### config.mk
export PLATFORM = sky130hd
export DESIGN_NAME = nibadc_exec
export DESIGN_NICKNAME = d
export VERILOG_FILES = /design/src/rtl/nibadc_pkg.sv /design/src/rtl/nibadc_decode.sv /design/src/rtl/nibadc_addr.sv /design/src/rtl/nibadc_alu.sv /design/src/rtl/nibadc_exec.sv
export SDC_FILE = /design/constraint.sdc
export NUM_CORES = 1
export LEC_CHECK = 0
export BUFFER_PORTS_ARGS = -buffer_cell sky130_fd_sc_hd__buf_2
export CORE_ASPECT_RATIO = 1.25
export CORE_MARGIN = 5
export CORE_UTILIZATION = 30
export DETAILED_ROUTE_END_ITERATION = 6
export HOLD_SLACK_MARGIN = 0.02
export PLACE_DENSITY_LB_ADDON = 0.05
export SLEW_MARGIN = 25
export SYNTH_ARGS = -nofsm -noshare
export SYNTH_HDL_FRONTEND = slang
export SYNTH_SLANG_ARGS = --single-unit
### constraint.sdc
create_clock -name clk -period 2.5 [get_ports clk]
set_clock_uncertainty 0.2 [all_clocks]
set_input_delay 0.375 -clock clk [delete_from_list [all_inputs] [get_ports clk]]
set_output_delay 0.375 -clock clk [all_outputs]
set_load 0.005 [all_outputs]
### src/rtl/nibadc_pkg.sv
// Shared definitions for the nibble add-with-carry executor.
// Assumes a 13-bit instruction: 7-bit family head, select, increment, 4-bit immediate.
package nibadc_pkg;
    localparam int          DATA_W  = 4;
    localparam int          OP_W    = 13;
    localparam int          HEAD_W  = 7;
    localparam logic [6:0]  OP_HEAD = 7'b1100110;

    typedef enum logic [1:0] {
        ST_IDLE  = 2'd0,
        ST_READ  = 2'd1,
        ST_WRITE = 2'd2,
        ST_BAD   = 2'd3
    } nibadc_state_e;

    typedef struct packed {
        logic              legal;
        logic              sel_y;
        logic              post_inc;
        logic [DATA_W-1:0] imm;
    } nibadc_op_t;
endpackage

### src/rtl/nibadc_decode.sv
// Instruction decoder: splits the opcode into fields and flags the family match.
// Assumes IW = HEAD_W + 2 + DATA_W; purely combinational.
module nibadc_decode
    import nibadc_pkg::*;
#(
    parameter int IW = OP_W
) (
    input  logic [IW-1:0] instr,
    output nibadc_op_t    op
);
    localparam int HEAD_LSB = IW - HEAD_W;
    localparam int SEL_BIT  = HEAD_LSB - 1;
    localparam int INC_BIT  = HEAD_LSB - 2;

    // Field extraction and family match
    always_comb begin
        op.legal    = (instr[IW-1:HEAD_LSB] == OP_HEAD);
        op.sel_y    = instr[SEL_BIT];
        op.post_inc = instr[INC_BIT];
        op.imm      = instr[DATA_W-1:0];
    end
endmodule

### src/rtl/nibadc_addr.sv
// Target address generator: picks the index register, or a fixed page plus the
// extension byte when extension is active on a non-incrementing form.
// Assumes PW < AW; the X page is all zeros and the Y page is all ones.
module nibadc_addr #(
    parameter int AW = 16,
    parameter int PW = 8
) (
    input  logic          sel_y,
    input  logic          post_inc,
    input  logic          ext_on,
    input  logic [PW-1:0] ext,
    input  logic [AW-1:0] x,
    input  logic [AW-1:0] y,
    output logic [AW-1:0] target,
    output logic [AW-1:0] index
);
    localparam int            HW      = AW - PW;
    localparam logic [HW-1:0] PAGE_LO = '0;
    localparam logic [HW-1:0] PAGE_HI = '1;

    // Index selection and page override
    always_comb begin
        index = sel_y ? y : x;
        if (ext_on && !post_inc) begin
            target = {(sel_y ? PAGE_HI : PAGE_LO), ext};
        end else begin
            target = index;
        end
    end
endmodule

### src/rtl/nibadc_alu.sv
// Ripple adder for the nibble path: sum of two operands plus carry in, with
// carry out and a zero indication on the truncated sum.
// Assumes DW is small; the ripple depth grows linearly with it.
module nibadc_alu #(
    parameter int DW = 4
) (
    input  logic [DW-1:0] a,
    input  logic [DW-1:0] b,
    input  logic          cin,
    output logic [DW-1:0] sum,
    output logic          cout,
    output logic          zero
);
    logic [DW:0] cy;

    assign cy[0] = cin;

    for (genvar i = 0; i < DW; i++) begin : g_bit
        // Full-adder cell for bit i
        assign sum[i]  = a[i] ^ b[i] ^ cy[i];
        assign cy[i+1] = (a[i] & b[i]) | (a[i] & cy[i]) | (b[i] & cy[i]);
    end

    assign cout = cy[DW];
    assign zero = ~|sum;
endmodule

### src/rtl/nibadc_exec.sv
// Executor top: accepts one instruction when idle, reads the target nibble in
// the first cycle, writes the sum and presents the flag and index updates in
// the second cycle. Unknown codes produce a one-cycle illegal pulse only.
// Assumes a synchronous memory with one-cycle read latency and an external
// register file that applies the *_we strobes on the following edge.
module nibadc_exec
    import nibadc_pkg::*;
#(
    parameter int AW = 16,
    parameter int PW = 8,
    parameter int DW = DATA_W,
    parameter int IW = OP_W
) (
    input  logic          clk,
    input  logic          rst_n,
    input  logic          start,
    input  logic [IW-1:0] instr,
    input  logic [AW-1:0] idx_x,
    input  logic [AW-1:0] idx_y,
    input  logic [PW-1:0] ext_val,
    input  logic          flag_c,
    input  logic          flag_e,
    output logic [AW-1:0] mem_addr,
    output logic          mem_rd,
    input  logic [DW-1:0] mem_rdata,
    output logic          mem_wr,
    output logic [DW-1:0] mem_wdata,
    output logic          busy,
    output logic          done,
    output logic          illegal,
    output logic          flags_we,
    output logic          c_next,
    output logic          z_next,
    output logic          e_next,
    output logic          idx_we_x,
    output logic          idx_we_y,
    output logic [AW-1:0] idx_next
);
    localparam logic [AW-1:0] IDX_STEP = AW'(1);

    nibadc_state_e state_q;
    nibadc_op_t    op;
    logic [AW-1:0] tgt;
    logic [AW-1:0] idx_sel;
    logic          sel_q;
    logic          inc_q;
    logic [DW-1:0] imm_q;
    logic          cin_q;
    logic [AW-1:0] addr_q;
    logic [AW-1:0] idx_q;
    logic          accept;

    nibadc_decode #(.IW(IW)) u_dec (
        .instr (instr),
        .op    (op)
    );

    nibadc_addr #(.AW(AW), .PW(PW)) u_addr (
        .sel_y    (op.sel_y),
        .post_inc (op.post_inc),
        .ext_on   (flag_e),
        .ext      (ext_val),
        .x        (idx_x),
        .y        (idx_y),
        .target   (tgt),
        .index    (idx_sel)
    );

    nibadc_alu #(.DW(DW)) u_alu (
        .a    (mem_rdata),
        .b    (imm_q),
        .cin  (cin_q),
        .sum  (mem_wdata),
        .cout (c_next),
        .zero (z_next)
    );

    // Start is honoured only from idle
    assign accept = start && (state_q == ST_IDLE);

    // Sequencer: idle -> read -> write -> idle, or idle -> bad -> idle
    always_ff @(posedge clk) begin
        if (!rst_n) begin
            state_q <= ST_IDLE;
        end else begin
            unique case (state_q)
                ST_IDLE:  if (accept) state_q <= op.legal ? ST_READ : ST_BAD;
                ST_READ:  state_q <= ST_WRITE;
                ST_WRITE: state_q <= ST_IDLE;
                ST_BAD:   state_q <= ST_IDLE;
                default:  state_q <= ST_IDLE;
            endcase
        end
    end

    // Operand capture at the accepting edge
    always_ff @(posedge clk) begin
        if (!rst_n) begin
            sel_q  <= 1'b0;
            inc_q  <= 1'b0;
            imm_q  <= '0;
            cin_q  <= 1'b0;
            addr_q <= '0;
            idx_q  <= '0;
        end else if (accept && op.legal) begin
            sel_q  <= op.sel_y;
            inc_q  <= op.post_inc;
            imm_q  <= op.imm;
            cin_q  <= flag_c;
            addr_q <= tgt;
            idx_q  <= idx_sel;
        end
    end

    // Strobes decoded from the sequencer state
    always_comb begin
        busy     = (state_q != ST_IDLE);
        mem_rd   = (state_q == ST_READ);
        mem_wr   = (state_q == ST_WRITE);
        done     = (state_q == ST_WRITE);
        flags_we = (state_q == ST_WRITE);
        illegal  = (state_q == ST_BAD);
        e_next   = 1'b0;
        idx_we_x = (state_q == ST_WRITE) && inc_q && !sel_q;
        idx_we_y = (state_q == ST_WRITE) && inc_q && sel_q;
    end

    // Address and index result paths
    assign mem_addr = addr_q;
    assign idx_next = idx_q + IDX_STEP;
endmodule

# After elaboration in Yosys (flattened, before gate mapping)
# Index checks and enable logic that the tools add are counted.
dict set report totals {
  register_bits 41
  latchBits 0
  ram_bits 0
  rom_bits 0
  input_bits 62
  out_inout_bits 47
  memories 0
}
dict set report op_classes {
  add_sub_neg 1
  n_mul 0
  n_div 0
  magnitude_cmp 0
  n_eq_ne 5
  n_shift 0
  n_mux 6
  n_bitwise 28
  n_reduce_logical 13
}
# op count
set ops {}
lappend ops {{$mux 16} 2}
lappend ops {{$add 16x1->16 const B} 1}
lappend ops {{$and 1x1->1} 12}
lappend ops {{$mux 8} 1}
lappend ops {{$or 1x1->1} 8}
lappend ops {{$xor 1x1->1} 8}
lappend ops {{$eq 7x7->1 const B} 1}
lappend ops {{$logic_and 1x1->1} 6}
lappend ops {{$pmux 2 s3} 1}
lappend ops {{$eq 2x2->1 const B} 2}
lappend ops {{$mux 2} 2}
lappend ops {{$reduce_or 4->1} 1}
lappend ops {{$logic_not 1->1} 3}
lappend ops {{$eq 2x1->1 const B} 1}
lappend ops {{$logic_not 2->1} 1}
lappend ops {{$ne 2x2->1 const B} 1}
lappend ops {{$reduce_bool 2->1} 1}
lappend ops {{$reduce_or 2->1} 1}

# Depth between registers and ports, before layout
# Gate-level depths: netlist (run 1).
dict set report logic_depth {
  ltp_word 12
  mapped_depth 7
}

# Hierarchy
# Synthesis (run 1) repeated with hierarchy kept, for this count alone.
dict set report unflattened {
  hier_cells 320
  area_unflattened_um2 2573.7
}
# mod n_inst cells_per_inst area_each_um2 seq_area_each_um2
set by_module_without_submodules {}
lappend by_module_without_submodules {nibadc_exec 1 230 1888.1 820.8}
lappend by_module_without_submodules {nibadc_addr 1 72 506.7 0.0}
lappend by_module_without_submodules {nibadc_alu 1 10 113.9 0.0}
lappend by_module_without_submodules {nibadc_decode 1 8 65.1 0.0}

# Worst setup path after synthesis (run 1)
# No wires, ideal clock.
dict set report synth_path {
  kind {input -> output}
  start {input port mem_rdata[0]}
  end {output port z_next}
  t_arrival_ps 2137
  slack_ps -212
  path_stages 7
  cell_sequence {fa_1 > fa_1 > fa_1 > inv_1 > fa_1 > inv_1 > nor4_1}
}
dict set report synth_via {
  elab_chain_cells 12
}
# element line_no
set synth_rtl {}
lappend synth_rtl {{start, declared} nibadc_exec.sv:25} ;# input logic [DW-1:0] mem_rdata,
lappend synth_rtl {{$and 1x1->1} nibadc_alu.sv:21} ;# assign cy[i+1] = (a[i] & b[i]) | (a[i] & cy[i]) | (b[i] & cy[i]);
lappend synth_rtl {{$or 1x1->1 * (2 in series)} nibadc_alu.sv:21}
lappend synth_rtl {{$and 1x1->1} nibadc_alu.sv:21}
lappend synth_rtl {{$or 1x1->1} nibadc_alu.sv:21}
lappend synth_rtl {{$or 1x1->1 *} nibadc_alu.sv:21}
lappend synth_rtl {{$and 1x1->1} nibadc_alu.sv:21}
lappend synth_rtl {{$or 1x1->1} nibadc_alu.sv:21}
lappend synth_rtl {{$or 1x1->1 *} nibadc_alu.sv:21}
lappend synth_rtl {{$xor 1x1->1 *} nibadc_alu.sv:20} ;# assign sum[i] = a[i] ^ b[i] ^ cy[i];
lappend synth_rtl {{net mem_wdata[3]} nibadc_exec.sv:27} ;# output logic [DW-1:0] mem_wdata,
lappend synth_rtl {{$reduce_or 4->1 *} nibadc_alu.sv:25} ;# assign zero = ~|sum;
lappend synth_rtl {{$logic_not 1->1 *} nibadc_alu.sv:25}
lappend synth_rtl {{end, declared} nibadc_exec.sv:33} ;# output logic z_next,
# The timed path passes the listed nets; every way through them passes the cells marked *.

# Worst setup path after layout (run 1)
dict set report layout_path {
  start {register cin_q}
  end {output port z_next}
}
dict set report layout_via {
  elab_chain_cells 12
}
# element line_no
set layout_rtl {}
lappend layout_rtl {{start, declared} nibadc_exec.sv:48} ;# logic cin_q;
lappend layout_rtl {{start signal, assigned} nibadc_exec.sv:109} ;# cin_q <= flag_c;
lappend layout_rtl {{$and 1x1->1} nibadc_alu.sv:21}
lappend layout_rtl {{$or 1x1->1 (2 in series)} nibadc_alu.sv:21}
lappend layout_rtl {{$and 1x1->1} nibadc_alu.sv:21}
lappend layout_rtl {{$or 1x1->1 (2 in series)} nibadc_alu.sv:21}
lappend layout_rtl {{$and 1x1->1} nibadc_alu.sv:21}
lappend layout_rtl {{$or 1x1->1 (2 in series)} nibadc_alu.sv:21}
lappend layout_rtl {{$xor 1x1->1} nibadc_alu.sv:20}
lappend layout_rtl {{$reduce_or 4->1 *} nibadc_alu.sv:25}
lappend layout_rtl {{$logic_not 1->1 *} nibadc_alu.sv:25}
# Every way passes the cells marked *; elsewhere a longest branch is shown, timed or not.

==> results of run 1 <==
==> sequential cells by signal, summed over array words and instances (netlist names) <==
register / count
imm_q: 4
inc_q: 1
sel_q: 1
cin_q: 1
state_q: 2
mem_addr: 16
idx_q: 16
==> power by group <==
group | switching, uW | internal, uW
combinational | 111 | 98.0
sequential | 3.69 | 656
clock | 222 | 184
==> layout make-up <==
type	instances	area [um^2]
clock buffers	5	68.82
clock inverters	1	5.005
fillers	881	4999
inverters	11	41.29
multi-input cells	205	1573
flip-flops and latches	41	822.0
well taps	97	121.4
repair buffers	117	610.6
==> timing repair <==
item / CTS / global route
hold buffers: 0 / 0
setup buffers: 0 / 0
pin swaps: 1 / 0
resized for setup: 1 / 5
endpoints found under the setup margin: 4 / 7
==> how the worst max path moves through the flow <==
stage,startpoint,cells past startpoint,slack (ps),endpoint
global placement,mem_rdata[0],9,-320,z_next
global route,cin_q$_SDFFE_PN0P_,8,-570,z_next
finish,cin_q$_SDFFE_PN0P_,8,-470,z_next
detailed placement,mem_rdata[0],9,-350,z_next
CTS,cin_q$_SDFFE_PN0P_,8,-500,z_next
floorplan,mem_rdata[0],7,-100,z_next
==> worst min-delay path, delay by kind of cell <==
family | cells | cell delay (ps)
buffers and inverters | 1 | 90
and+or+nand+nor | 1 | 50
muxes | 1 | 50
==> kinds of logic after synthesis <==
kind of cell | count (synthesis) | synth area share, %
AOI/OAI and AO/OA | 38 | 12.62
xor gates and xnor gates | 14 | 4.830
adders and majority gates | 5 | 3.647
buffers and inverters | 39 | 6.949
DFF | 41 | 32.33
muxes | 43 | 17.74
other | 1 | 0.1477
and+or+nand+nor | 104 | 21.74
==> stage by stage <==
stage          hold WS, ps  worst slack (ps)  util, %
2_1_floorplan        234.7            -95.25        -
3_3_place_gp         244.3            -317.6    38.14
3_5_place_dp         250.6            -352.5    38.14
4_1_cts              124.8            -497.1    39.05
5_1_grt              123.1            -573.6    39.34
6_report             133.1            -466.7    39.34
==> cell usage in the layout, fill, tap and decap left out, drive strengths merged, types with 9 or more instances in the layout <==
master	instances
nand2	50
buf	117
xor2	10
mux2	16
or3b	10
nor4	9
mux2i	27
dfxtp	41
inv	11
==> layer usage <==
| layer | part of all wire [%] | wire length, um | track usage, % | vias up |
|---|---|---|---|---|
| li1 | - | - | - | 1194 |
| met4 | 0.66 | 50 | 3.568 | 0 |
| met5 | 0 | 0 | 0 | - |
| met2 | 47 | 3533 | 24.90 | 77 |
| met1 | 46 | 3479 | 18.79 | 1065 |
| met3 | 6.2 | 465 | 3.524 | 4 |
==> qor_table.md, run 1 <==
| Stage | Item | This run |
|---|---|---|
| run | # Max-Cap Violations | 0 |
| routing | WL final | 7.528 mm |
| clock network | H-tree Lvls | 2 |
| status | Failing checks | setup timing |
| power | Power per Cell Area | 393.3 nW/um^2 |
| placement | Placer congestion estimate | 0.7228 |
| cells and area | Layout overhead on the synthesized area | 27.70% |
| critical path | Kind of cell with the highest combined delay on the critical path | adder cells |
| critical path | Endpoint kind of the worst setup timing path | primary output |
| clock network | CTS Root Cell | sky130_fd_sc_hd__clkbuf_8 |
| floorplan | Core area | 8240 um^2 |
| critical path | Setup slack of the worst register-to-register path | 460 ps |
| critical path | Cells along the critical path | fa_2, fa_2, fa_2, inv_2, fa_1, inv_2, nor4_2, buf_2 |
| yosys | Cells taking the most area after synthesis | sky130_fd_sc_hd__dfxtp_1, sky130_fd_sc_hd__mux2i_1, sky130_fd_sc_hd__nand2_1 |
| critical path | Startpoint class of the critical path | flop |
| critical path | Largest fanout on the critical path | 2 |
| yosys | Most repeated cell in the gate-level netlist after synthesis | sky130_fd_sc_hd__nand2_1 |
| power | VDD IR-drop max | 0.1525 mV |
| sta | Final critical-path required period | 2967 ps |
| yosys | Mean instance size in the synthesized netlist | 8.908 um^2 |
| yosys | Ranking of synthesized cells by instance count | sky130_fd_sc_hd__nand2_1, sky130_fd_sc_hd__dfxtp_1, sky130_fd_sc_hd__mux2i_1, sky130_fd_sc_hd__clkbuf_1, sky130_fd_sc_hd__mux2_2 |
| yosys | Number of warning messages in the yosys log | 0 |
| yosys | Post-synth top flop | sky130_fd_sc_hd__dfxtp_1 |
| floorplan | Initial core utilization | 30.81% |
| placement | Port Buf Inserts | 107 |
| routing | DRC violations left | 0 |
| routing | Total vias in the final route | 2,340 |
| placement | Standard cell area after detailed placement | 3143 um^2 |
| global route | GRT Total Usage | 14.69% |
| critical path | Slowest CP cell | sky130_fd_sc_hd__fa_1 |
| sta | Maximum clock frequency | 337.1 MHz |
| clock network | Worst-case clock buffer depth | 2 |
| critical path | Worst endpoint required time | 1920 ps |
| floorplan | Area of the die | 10,410 um^2 |
| critical path | Startpoint of the worst-slack reg-to-reg timing path | state_q[1]$_SDFFE_PN0P_ |
| routing | Mean number of vias per cell | 4.906 |
| yosys | Share of the synthesized area in the top cell type | 32.33% |
| critical path | Largest stage delay, worst path | 420 ps |
| cells and area | Count of antenna diodes in the layout | 0 |
| floorplan | Die Width | 92.28 um |
| critical path | Top cell by count, worst path | sky130_fd_sc_hd__fa_2 |
| yosys | Sequential fraction of the synthesis area | 32.33% |
| clock network | Source-to-sink clock delay at the later pin of the worst-skew pair | 290 ps |
| yosys | Count of different cell masters after synthesis | 38 |
| routing | Initial detailed-routing violation count | 87 |
| routing | Remaining number of nets flagged by the antenna check after routing | 0 |
| sta | Final TNS setup | -1069 ps |
| routing | DR pass1 iterations | 4 |
| worst hold path | Hold Crit Depth | 3 |
| sta | Worst Tran Pin Value | 620.5 ps |
| global route | Via count of the first global-routing pass | 2,401 |
| global route | Initial antenna violation count | 0 |
| yosys | Fraction of registers with async set or reset after synthesis | 0% |
| critical path | Depth of the most critical reg-to-reg path | 3 |
| placement | HPWL reported at the end of detailed placement | 5.640 mm |
| global route | Global-route wire length before repair | 12.26 mm |
| critical path | FF-to-FF End | mem_addr[15]$_SDFFE_PN0P_ |
| sta | Slew margin rel. | 58.25% |
| cells and area | Total number of nets in the final design | 448 |
| cells and area | Final cell area excluding filler cells | 3242 um^2 |
| clock network | Clk pin slew, worst setup/hold paths | 70 ps |
| floorplan | Number of top-level pins | 109 |
| power | Overall power | 1275 uW |
| floorplan | Height of the die | 112.9 um |
| critical path | Worst Path Buf+Inv | 3 |
| yosys | Cell type with the highest aggregate area in the netlist | sky130_fd_sc_hd__dfxtp_1 |
| critical path | Critical Path AT | 2390 ps |
| sta | Final number of setup-violating endpoints | 4 |
| clock network | Clk sinks | 41 |
| floorplan | Standard-cell rows | 37 |
| status | Run status | finished with violations |
| worst hold path | Class of the tightest hold or removal check | in2reg |
| placement | Cell count after placement | 471 |
| sta | Pins over their slew limit | 0 |
| clock network | TritonCTS clock tree | yes |
| cells and area | Ratio of cells with drive above 1 in the final layout | 43.42% |
| sta | Worst Slack Setup Final | -466.7 ps |
| yosys | Cells after Synth | 285 |
| cells and area | Fin cells | 477 |
| worst hold path | Worst Hold Endpoint | imm_q[2]$_SDFFE_PN0P_ |
| routing | Avg WL per Cell | 15.78 um |
| power | Total leakage power | 0.001505 uW |
| critical path | Kind of critical path | reg2out |
| global route | Pin count of the biggest net entering global routing | 24 |
| yosys | Flip-flop and latch count after synthesis | 41 |
| sta | Final count of hold timing violations | 0 |
| clock network | Number of buffers added by the clock tree synthesis step | 5 |
| sta | Setup repair after global routing missed its margin | yes |
| worst hold path | Startpoint of the tightest hold check path | instr[2] |
| global route | Final global-route overflow total | 0 |
| yosys | EDFF count, synth | 0 |
| yosys | Post-synth net total | 352 |
| yosys | Cell Area, Synth | 2539 um^2 |
| sta | Post-route clock period utilization | 118.7% |
Note: power is estimated with default switching activity, not from simulation.
==> run 2, diff against run 1 <==
- CORE_ASPECT_RATIO: 1.25 -> unset
==> run 2 against run 1 <==
Against the previous run: the run still ends with setup timing left; sequential power about the same; first-iteration DRC count down 15%; highest routed layer unchanged; largest power group unchanged; combinational power about the same; critical path depth unchanged; count of clock-buffer cells in the layout unchanged; via count down 0.34%.
==> qor_table.md, run 2 (same netlist as run 1, synthesis figures left out) <==
| Stage | Item | This run | vs previous |
|---|---|---|---|
| status | Run status | finished with violations | unchanged |
| status | Failing checks | setup timing | unchanged |
| critical path | Critical Path AT | 2350 ps | was 2390 ps |
| sta | Final TNS setup | -911.5 ps | was -1069 ps |
| critical path | Worst endpoint required time | 1920 ps | about the same |
| routing | WL final | 7.316 mm | was 7.528 mm |
| routing | Total vias in the final route | 2,332 | was 2,340 |
| clock network | Total setup buffers inserted after CTS | 0 | unchanged |
| power | Overall power | 1269 uW | was 1275 uW |
| sta | Pins over their slew limit | 0 | unchanged |
| clock network | Worst-case clock buffer depth | 2 | unchanged |
| sta | Final number of setup-violating endpoints | 4 | unchanged |
| power | VDD IR-drop max | 0.1847 mV | was 0.1525 mV |
| critical path | Cells along the critical path | fa_2, fa_2, fa_2, inv_2, fa_1, inv_1, nor4_1, buf_2 | was fa_2, fa_2, fa_2, inv_2, fa_1, inv_2, nor4_2, buf_2 |
| floorplan | Height of the die | 102.0 um | was 112.9 um |
| clock network | H-tree Lvls | 2 | unchanged |
| global route | Final global-route overflow total | 0 | unchanged |
| floorplan | Core area | 8217 um^2 | was 8240 um^2 |
| floorplan | Standard-cell rows | 33 | was 37 |
| clock network | CTS Root Cell | sky130_fd_sc_hd__clkbuf_8 | unchanged |
| cells and area | Ratio of cells with drive above 1 in the final layout | 42.86% | was 43.42% |
| sta | Final count of hold timing violations | 0 | unchanged |
| cells and area | Top library cells by usage in the layout, fill and taps aside | sky130_fd_sc_hd__buf_2, sky130_fd_sc_hd__nand2_1, sky130_fd_sc_hd__dfxtp_1, sky130_fd_sc_hd__mux2i_1, sky130_fd_sc_hd__mux2_2 | unchanged |
| worst hold path | Hold Crit Depth | 3 | unchanged |
| routing | Mean number of vias per cell | 4.828 | was 4.906 |
| global route | Global-route wire length before repair | 11.46 mm | was 12.26 mm |
| critical path | Kind of critical path | reg2out | unchanged |
| clock network | TritonCTS clock tree | yes | unchanged |
| critical path | Depth of the most critical reg-to-reg path | 3 | unchanged |
| sta | Post-route clock period utilization | 117.1% | was 118.7% |
| critical path | Largest fanout on the critical path | 2 | unchanged |
| cells and area | Layout overhead on the synthesized area | 27.94% | was 27.70% |
| sta | Setup repair after global routing missed its margin | yes | unchanged |
| floorplan | Die Width | 102.0 um | was 92.28 um |
| routing | Initial detailed-routing violation count | 74 | was 87 |
| routing | DR pass1 iterations | 4 | unchanged |
| routing | Avg WL per Cell | 15.15 um | was 15.78 um |
| power | Total leakage power | 0.001502 uW | was 0.001505 uW |
| placement | HPWL reported at the end of detailed placement | 5.529 mm | was 5.640 mm |
| routing | Remaining number of nets flagged by the antenna check after routing | 0 | unchanged |
| critical path | Startpoint class of the critical path | flop | unchanged |
| worst hold path | Class of the tightest hold or removal check | in2reg | unchanged |
| placement | Placer congestion estimate | 0.7156 | was 0.7228 |
| floorplan | Area of the die | 10,400 um^2 | was 10,410 um^2 |
| global route | Initial antenna violation count | 0 | unchanged |
| routing | DRC violations left | 0 | unchanged |
| run | # Max-Cap Violations | 0 | unchanged |
| cells and area | Most common library cell in the layout ignoring fill and taps | sky130_fd_sc_hd__buf_2 | unchanged |
| global route | GRT Total Usage | 14.09% | was 14.69% |
| critical path | Top cell by count, worst path | sky130_fd_sc_hd__fa_2 | unchanged |
| sta | Maximum clock frequency | 341.7 MHz | was 337.1 MHz |
| critical path | Endpoint kind of the worst setup timing path | primary output | unchanged |
| clock network | Clk sinks | 41 | unchanged |
| sta | Worst Slack Setup Final | -426.5 ps | was -466.7 ps |
| clock network | Clk pin slew, worst setup/hold paths | 70 ps | about the same |
| sta | Final critical-path required period | 2927 ps | was 2967 ps |
| cells and area | Count of antenna diodes in the layout | 0 | unchanged |
| clock network | Number of buffers added by the clock tree synthesis step | 5 | unchanged |
| critical path | Largest stage delay, worst path | 390 ps | was 420 ps |
| cells and area | Fraction of the core area covered by cells at the end of the flow | 39.53% | was 39.34% |
| critical path | Slowest CP cell | sky130_fd_sc_hd__fa_1 | unchanged |
| power | Power per Cell Area | 390.5 nW/um^2 | was 393.3 nW/um^2 |
| placement | Port Buf Inserts | 107 | unchanged |
| floorplan | Initial core utilization | 30.90% | was 30.81% |
| floorplan | Number of top-level pins | 109 | unchanged |
| sta | Slew margin rel. | 57.86% | was 58.25% |
| clock network | Source-to-sink clock delay at the later pin of the worst-skew pair | 290 ps | about the same |
| global route | Via count of the first global-routing pass | 2,335 | was 2,401 |
| global route | Pin count of the biggest net entering global routing | 47 | was 24 |
| cells and area | Total number of nets in the final design | 446 | was 448 |
| sta | Worst Tran Pin Value | 626.4 ps | was 620.5 ps |
[run 2: cell types whose count changed in the layout (fill, tap and decap cells not counted)]
cell | previous run | this run
sky130_fd_sc_hd__inv_2 | 2 | 1
sky130_fd_sc_hd__buf_4 | 10 | 7
sky130_fd_sc_hd__nand3_2 | 1 | 2
sky130_fd_sc_hd__buf_12 | 0 | 1
sky130_fd_sc_hd__inv_1 | 9 | 10
sky130_fd_sc_hd__nor4_1 | 6 | 7
sky130_fd_sc_hd__nor4_2 | 3 | 2
sky130_fd_sc_hd__nand3_1 | 4 | 3
[run 2: worst paths after layout]
check	startpoint	to	slack (ps)
setup / recovery	imm_q[0]$_SDFFE_PN0P_	z_next	-430
hold / removal	instr[3]	imm_q[3]$_SDFFE_PN0P_	130
setup reg to reg	state_q[1]$_SDFFE_PN0P_	mem_addr[8]$_SDFFE_PN0P_	480
hold reg to reg	mem_addr[0]$_SDFFE_PN0P_	mem_addr[0]$_SDFFE_PN0P_	260
[run 2: area by class of cell]
class / count / area, um^2
Fill cell: 873 / 4969
Multi-Input combinational cell: 205 / 1572
Sequential cell: 41 / 822.0
Timing Repair Buffer: 115 / 608.1
Tap cell: 105 / 131.4
Clock buffer: 5 / 68.82
Inverter: 11 / 41.29
Clock inverter: 1 / 5.005
[run 2: per-stage QoR]
stage | hold slack (ps) | setup slack (ps) | cell area (um^2) | std cells
floorplan | 234.7 | -95.25 | 2546 | 285
global placement | 240.5 | -318.9 | 3151 | 477
detailed placement | 246.2 | -331.4 | 3151 | 477
CTS | 124.7 | -446.2 | 3226 | 483
global route | 128.5 | -531.2 | 3248 | 483
finish | 131.1 | -426.5 | 3248 | 483
[run 2: report_power, final]
part	switching, uW	internal, uW
clock network	216	184
logic	110	98.3
registers	3.77	656
[run 2: repair_timing]
| action | in CTS | in global routing |
|---|---|---|
| hold buffers | 0 | 0 |
| hold endpoints to repair | 0 | 0 |
| gates resized for setup | 1 | 4 |
| setup endpoints to repair | 4 | 6 |
| pin swaps | 2 | 0 |
[run 2: layer usage]
metal	vias to the layer above	track usage [%]	wire [um]
li1	1194	-	-
met1	1064	18.72	3431
met2	69	22.99	3333
met3	5	3.618	477
met4	0	3.330	73
met5	-	0	0
[run 2: worst max-delay path, delay by kind of cell (launching register included)]
kind	cells	cell delay (ps)
buf+inv	3	250
fa+ha+maj	4	1440
flops	1	330
simple gates	1	50
==> run 3, diff against run 2 <==
- PLACE_DENSITY: unset -> 0.58
- PLACE_DENSITY_LB_ADDON: 0.05 -> unset
==> run 3 against run 2 <==
Against the previous run: the flow still finishes with violations (setup timing); setup slack lost 11 ps; routed wire length grew 2.3%; sequential share of layout area shrank 0.35 points; combinational power is essentially flat; flip-flop and latch count is the same; global-route usage grew 0.19 points; cell count grew 0.41%; worst hold slack lost 7.5 ps; count of clock-buffer cells in the layout is the same; clock power grew 60%; largest power group unchanged.
==> qor_table.md, run 3 (same netlist as run 1, synthesis figures left out) <==
| Stage | Item | This run | vs previous |
|---|---|---|---|
| clock network | TritonCTS clock tree | yes | unchanged |
| critical path | FF-to-FF End | mem_addr[8]$_SDFFE_PN0P_ | unchanged |
| worst hold path | Worst Hold Endpoint | imm_q[3]$_SDFFE_PN0P_ | unchanged |
| global route | Pin count of the biggest net entering global routing | 40 | was 47 |
| sta | Maximum clock frequency | 340.5 MHz | was 341.7 MHz |
| placement | HPWL reported at the end of detailed placement | 5.696 mm | was 5.529 mm |
| cells and area | Layout overhead on the synthesized area | 29.92% | was 27.94% |
| clock network | Number of buffers inserted by hold repair at cts | 0 | unchanged |
| cells and area | Final cell area excluding filler cells | 3298 um^2 | was 3248 um^2 |
| run | # Max-Cap Violations | 0 | unchanged |
| global route | Final global-route overflow total | 0 | unchanged |
| critical path | Top cell by count, worst path | sky130_fd_sc_hd__fa_2 | unchanged |
| placement | Placer congestion estimate | 0.7719 | was 0.7156 |
| sta | Final TNS setup | -950.2 ps | was -911.5 ps |
| global route | Via count of the first global-routing pass | 2,357 | was 2,335 |
| sta | Worst Tran Pin Value | 581.8 ps | was 626.4 ps |
| routing | Mean number of vias per cell | 4.961 | was 4.828 |
| clock network | CTS Root Cell | sky130_fd_sc_hd__clkbuf_8 | unchanged |
| cells and area | Count of antenna diodes in the layout | 0 | unchanged |
| status | Run status | finished with violations | unchanged |
| global route | Global-route wire length before repair | 11.79 mm | was 11.46 mm |
| critical path | Endpoint kind of the worst setup timing path | primary output | unchanged |
| status | Failing checks | setup timing | unchanged |
| floorplan | Number of top-level pins | 109 | unchanged |
| cells and area | Top library cells by usage in the layout, fill and taps aside | sky130_fd_sc_hd__buf_2, sky130_fd_sc_hd__nand2_1, sky130_fd_sc_hd__dfxtp_1, sky130_fd_sc_hd__mux2i_1, sky130_fd_sc_hd__mux2_2 | unchanged |
| sta | Final critical-path required period | 2937 ps | was 2927 ps |
| sta | Setup repair after global routing missed its margin | yes | unchanged |
| critical path | Depth of the most critical reg-to-reg path | 3 | unchanged |
| clock network | Worst-case clock buffer depth | 2 | unchanged |
| sta | Slew margin rel. | 60.86% | was 57.86% |
| clock network | Number of buffers added by the clock tree synthesis step | 5 | unchanged |
| power | Power per Cell Area | 456.1 nW/um^2 | was 390.5 nW/um^2 |
| clock network | Total setup buffers inserted after CTS | 0 | unchanged |
| placement | Worst-case setup slack after placement | -340.7 ps | was -331.4 ps |
| floorplan | Core area | 8217 um^2 | unchanged |
| cells and area | Fin cells | 485 | was 483 |
| critical path | Slowest CP cell | sky130_fd_sc_hd__fa_1 | unchanged |
| critical path | Kind of cell with the highest combined delay on the critical path | adder cells | unchanged |
| clock network | Source-to-sink clock delay at the later pin of the worst-skew pair | 290 ps | about the same |
| routing | Total vias in the final route | 2,406 | was 2,332 |
| clock network | Clk pin slew, worst setup/hold paths | 80 ps | was 70 ps |
| placement | Standard cell area after detailed placement | 3138 um^2 | was 3151 um^2 |
| sta | Hold Slack | 123.6 ps | was 131.1 ps |
| routing | DR pass1 iterations | 5 | was 4 |
| power | Total leakage power | 0.001526 uW | was 0.001502 uW |
| critical path | Worst endpoint required time | 1920 ps | about the same |
| clock network | Clk sinks | 41 | unchanged |
| floorplan | Initial core utilization | 30.90% | unchanged |
| sta | Post-route clock period utilization | 117.5% | was 117.1% |
| sta | Pins over their slew limit | 0 | unchanged |
| critical path | Setup slack of the worst register-to-register path | 480 ps | about the same |
| routing | WL final | 7.481 mm | was 7.316 mm |
| clock network | H-tree Lvls | 2 | unchanged |
| sta | Worst Slack Setup Final | -437.0 ps | was -426.5 ps |
| cells and area | Ratio of cells with drive above 1 in the final layout | 43.42% | was 42.86% |
| floorplan | Die Width | 102.0 um | unchanged |
| critical path | Kind of critical path | reg2out | unchanged |
| critical path | Largest fanout on the critical path | 2 | unchanged |
| global route | GRT Total Usage | 14.28% | was 14.09% |
| routing | Initial detailed-routing violation count | 64 | was 74 |
| critical path | Startpoint class of the critical path | flop | unchanged |
| routing | Remaining number of nets flagged by the antenna check after routing | 0 | unchanged |
| routing | DRC violations left | 0 | unchanged |
| critical path | Startpoint of the worst-slack reg-to-reg timing path | state_q[1]$_SDFFE_PN0P_ | unchanged |
| worst hold path | Hold Crit Depth | 3 | unchanged |
| critical path | Cells along the critical path | fa_2, fa_2, fa_2, inv_2, fa_1, inv_1, nor4_1, buf_2 | unchanged |
| cells and area | Most common library cell in the layout ignoring fill and taps | sky130_fd_sc_hd__buf_2 | unchanged |
| placement | Cell count after placement | 477 | unchanged |
| global route | Initial antenna violation count | 0 | unchanged |
| sta | Final number of setup-violating endpoints | 4 | unchanged |
| floorplan | Standard-cell rows | 33 | unchanged |
| critical path | Worst Path Buf+Inv | 3 | unchanged |
| routing | Avg WL per Cell | 15.42 um | was 15.15 um |
| sta | Final count of hold timing violations | 0 | unchanged |
| floorplan | Height of the die | 102.0 um | unchanged |
| worst hold path | Class of the tightest hold or removal check | in2reg | unchanged |
| placement | Port Buf Inserts | 107 | unchanged |
| critical path | Largest stage delay, worst path | 390 ps | about the same |
| power | VDD IR-drop max | 0.1891 mV | was 0.1847 mV |
| floorplan | Area of the die | 10,400 um^2 | unchanged |
| cells and area | Total number of nets in the final design | 446 | unchanged |
| critical path | Critical Path AT | 2360 ps | was 2350 ps |
| worst hold path | Startpoint of the tightest hold check path | instr[3] | unchanged |
==> run 3: stage by stage <==
stage | util, % | power, uW
2_1_floorplan | - | 793.1
3_3_place_gp | 38.19 | 881.3
3_5_place_dp | 38.19 | 882.3
4_1_cts | 39.85 | 1526
5_1_grt | 40.14 | 1575
6_report | 40.14 | 1504
==> run 3: repair_timing <==
| item | 4_1_cts | 5_1_grt |
|---|---|---|
| gates resized for setup | 2 | 4 |
| pin swaps | 2 | 0 |
| setup endpoints to repair | 4 | 7 |
==> run 3: how the worst max path moves through the flow <==
stage	start	slack [ps]	endpoint	cells past startpoint
after detailed placement	mem_rdata[0]	-340	z_next	9
final	imm_q[0]$_SDFFE_PN0P_	-440	z_next	8
after global placement	mem_rdata[0]	-320	z_next	9
after floorplan	mem_rdata[0]	-100	z_next	7
after CTS	imm_q[0]$_SDFFE_PN0P_	-460	z_next	8
after global routing	imm_q[0]$_SDFFE_PN0P_	-550	z_next	8
==> run 3: power breakdown <==
group | internal, uW | leakage (uW) | switching [uW]
sequential | 656 | 0.000332 | 3.41
clock | 397 | 0.0000681 | 241
combinational | 96.2 | 0.00113 | 111
==> run 3: layout make-up <==
cell class | instances | area (um^2)
Sequential cell | 41 | 823.3
Clock buffer | 5 | 68.82
Multi-Input combinational cell | 205 | 1573
Tap cell | 105 | 131.4
Fill cell | 829 | 4918
Inverter | 11 | 41.29
Timing Repair Buffer | 115 | 595.6
Clock inverter | 3 | 65.06
==> run 3: worst min-delay path: cells and delay by family <==
family | cells | cell delay (ps)
buf+inv | 1 | 90
mux | 1 | 60
simple gates | 1 | 50
==> run 3: metal layers <==
layer | GRT usage [%] | part of all wire [%] | vias up | routed length [um]
met2 | 21.84 | 45 | 76 | 3357
li1 | - | - | 1193 | -
met3 | 3.208 | 6.4 | 8 | 476
met1 | 20.43 | 48 | 1129 | 3583
met4 | 3.431 | 0.84 | 0 | 63
met5 | 0 | 0 | - | 0
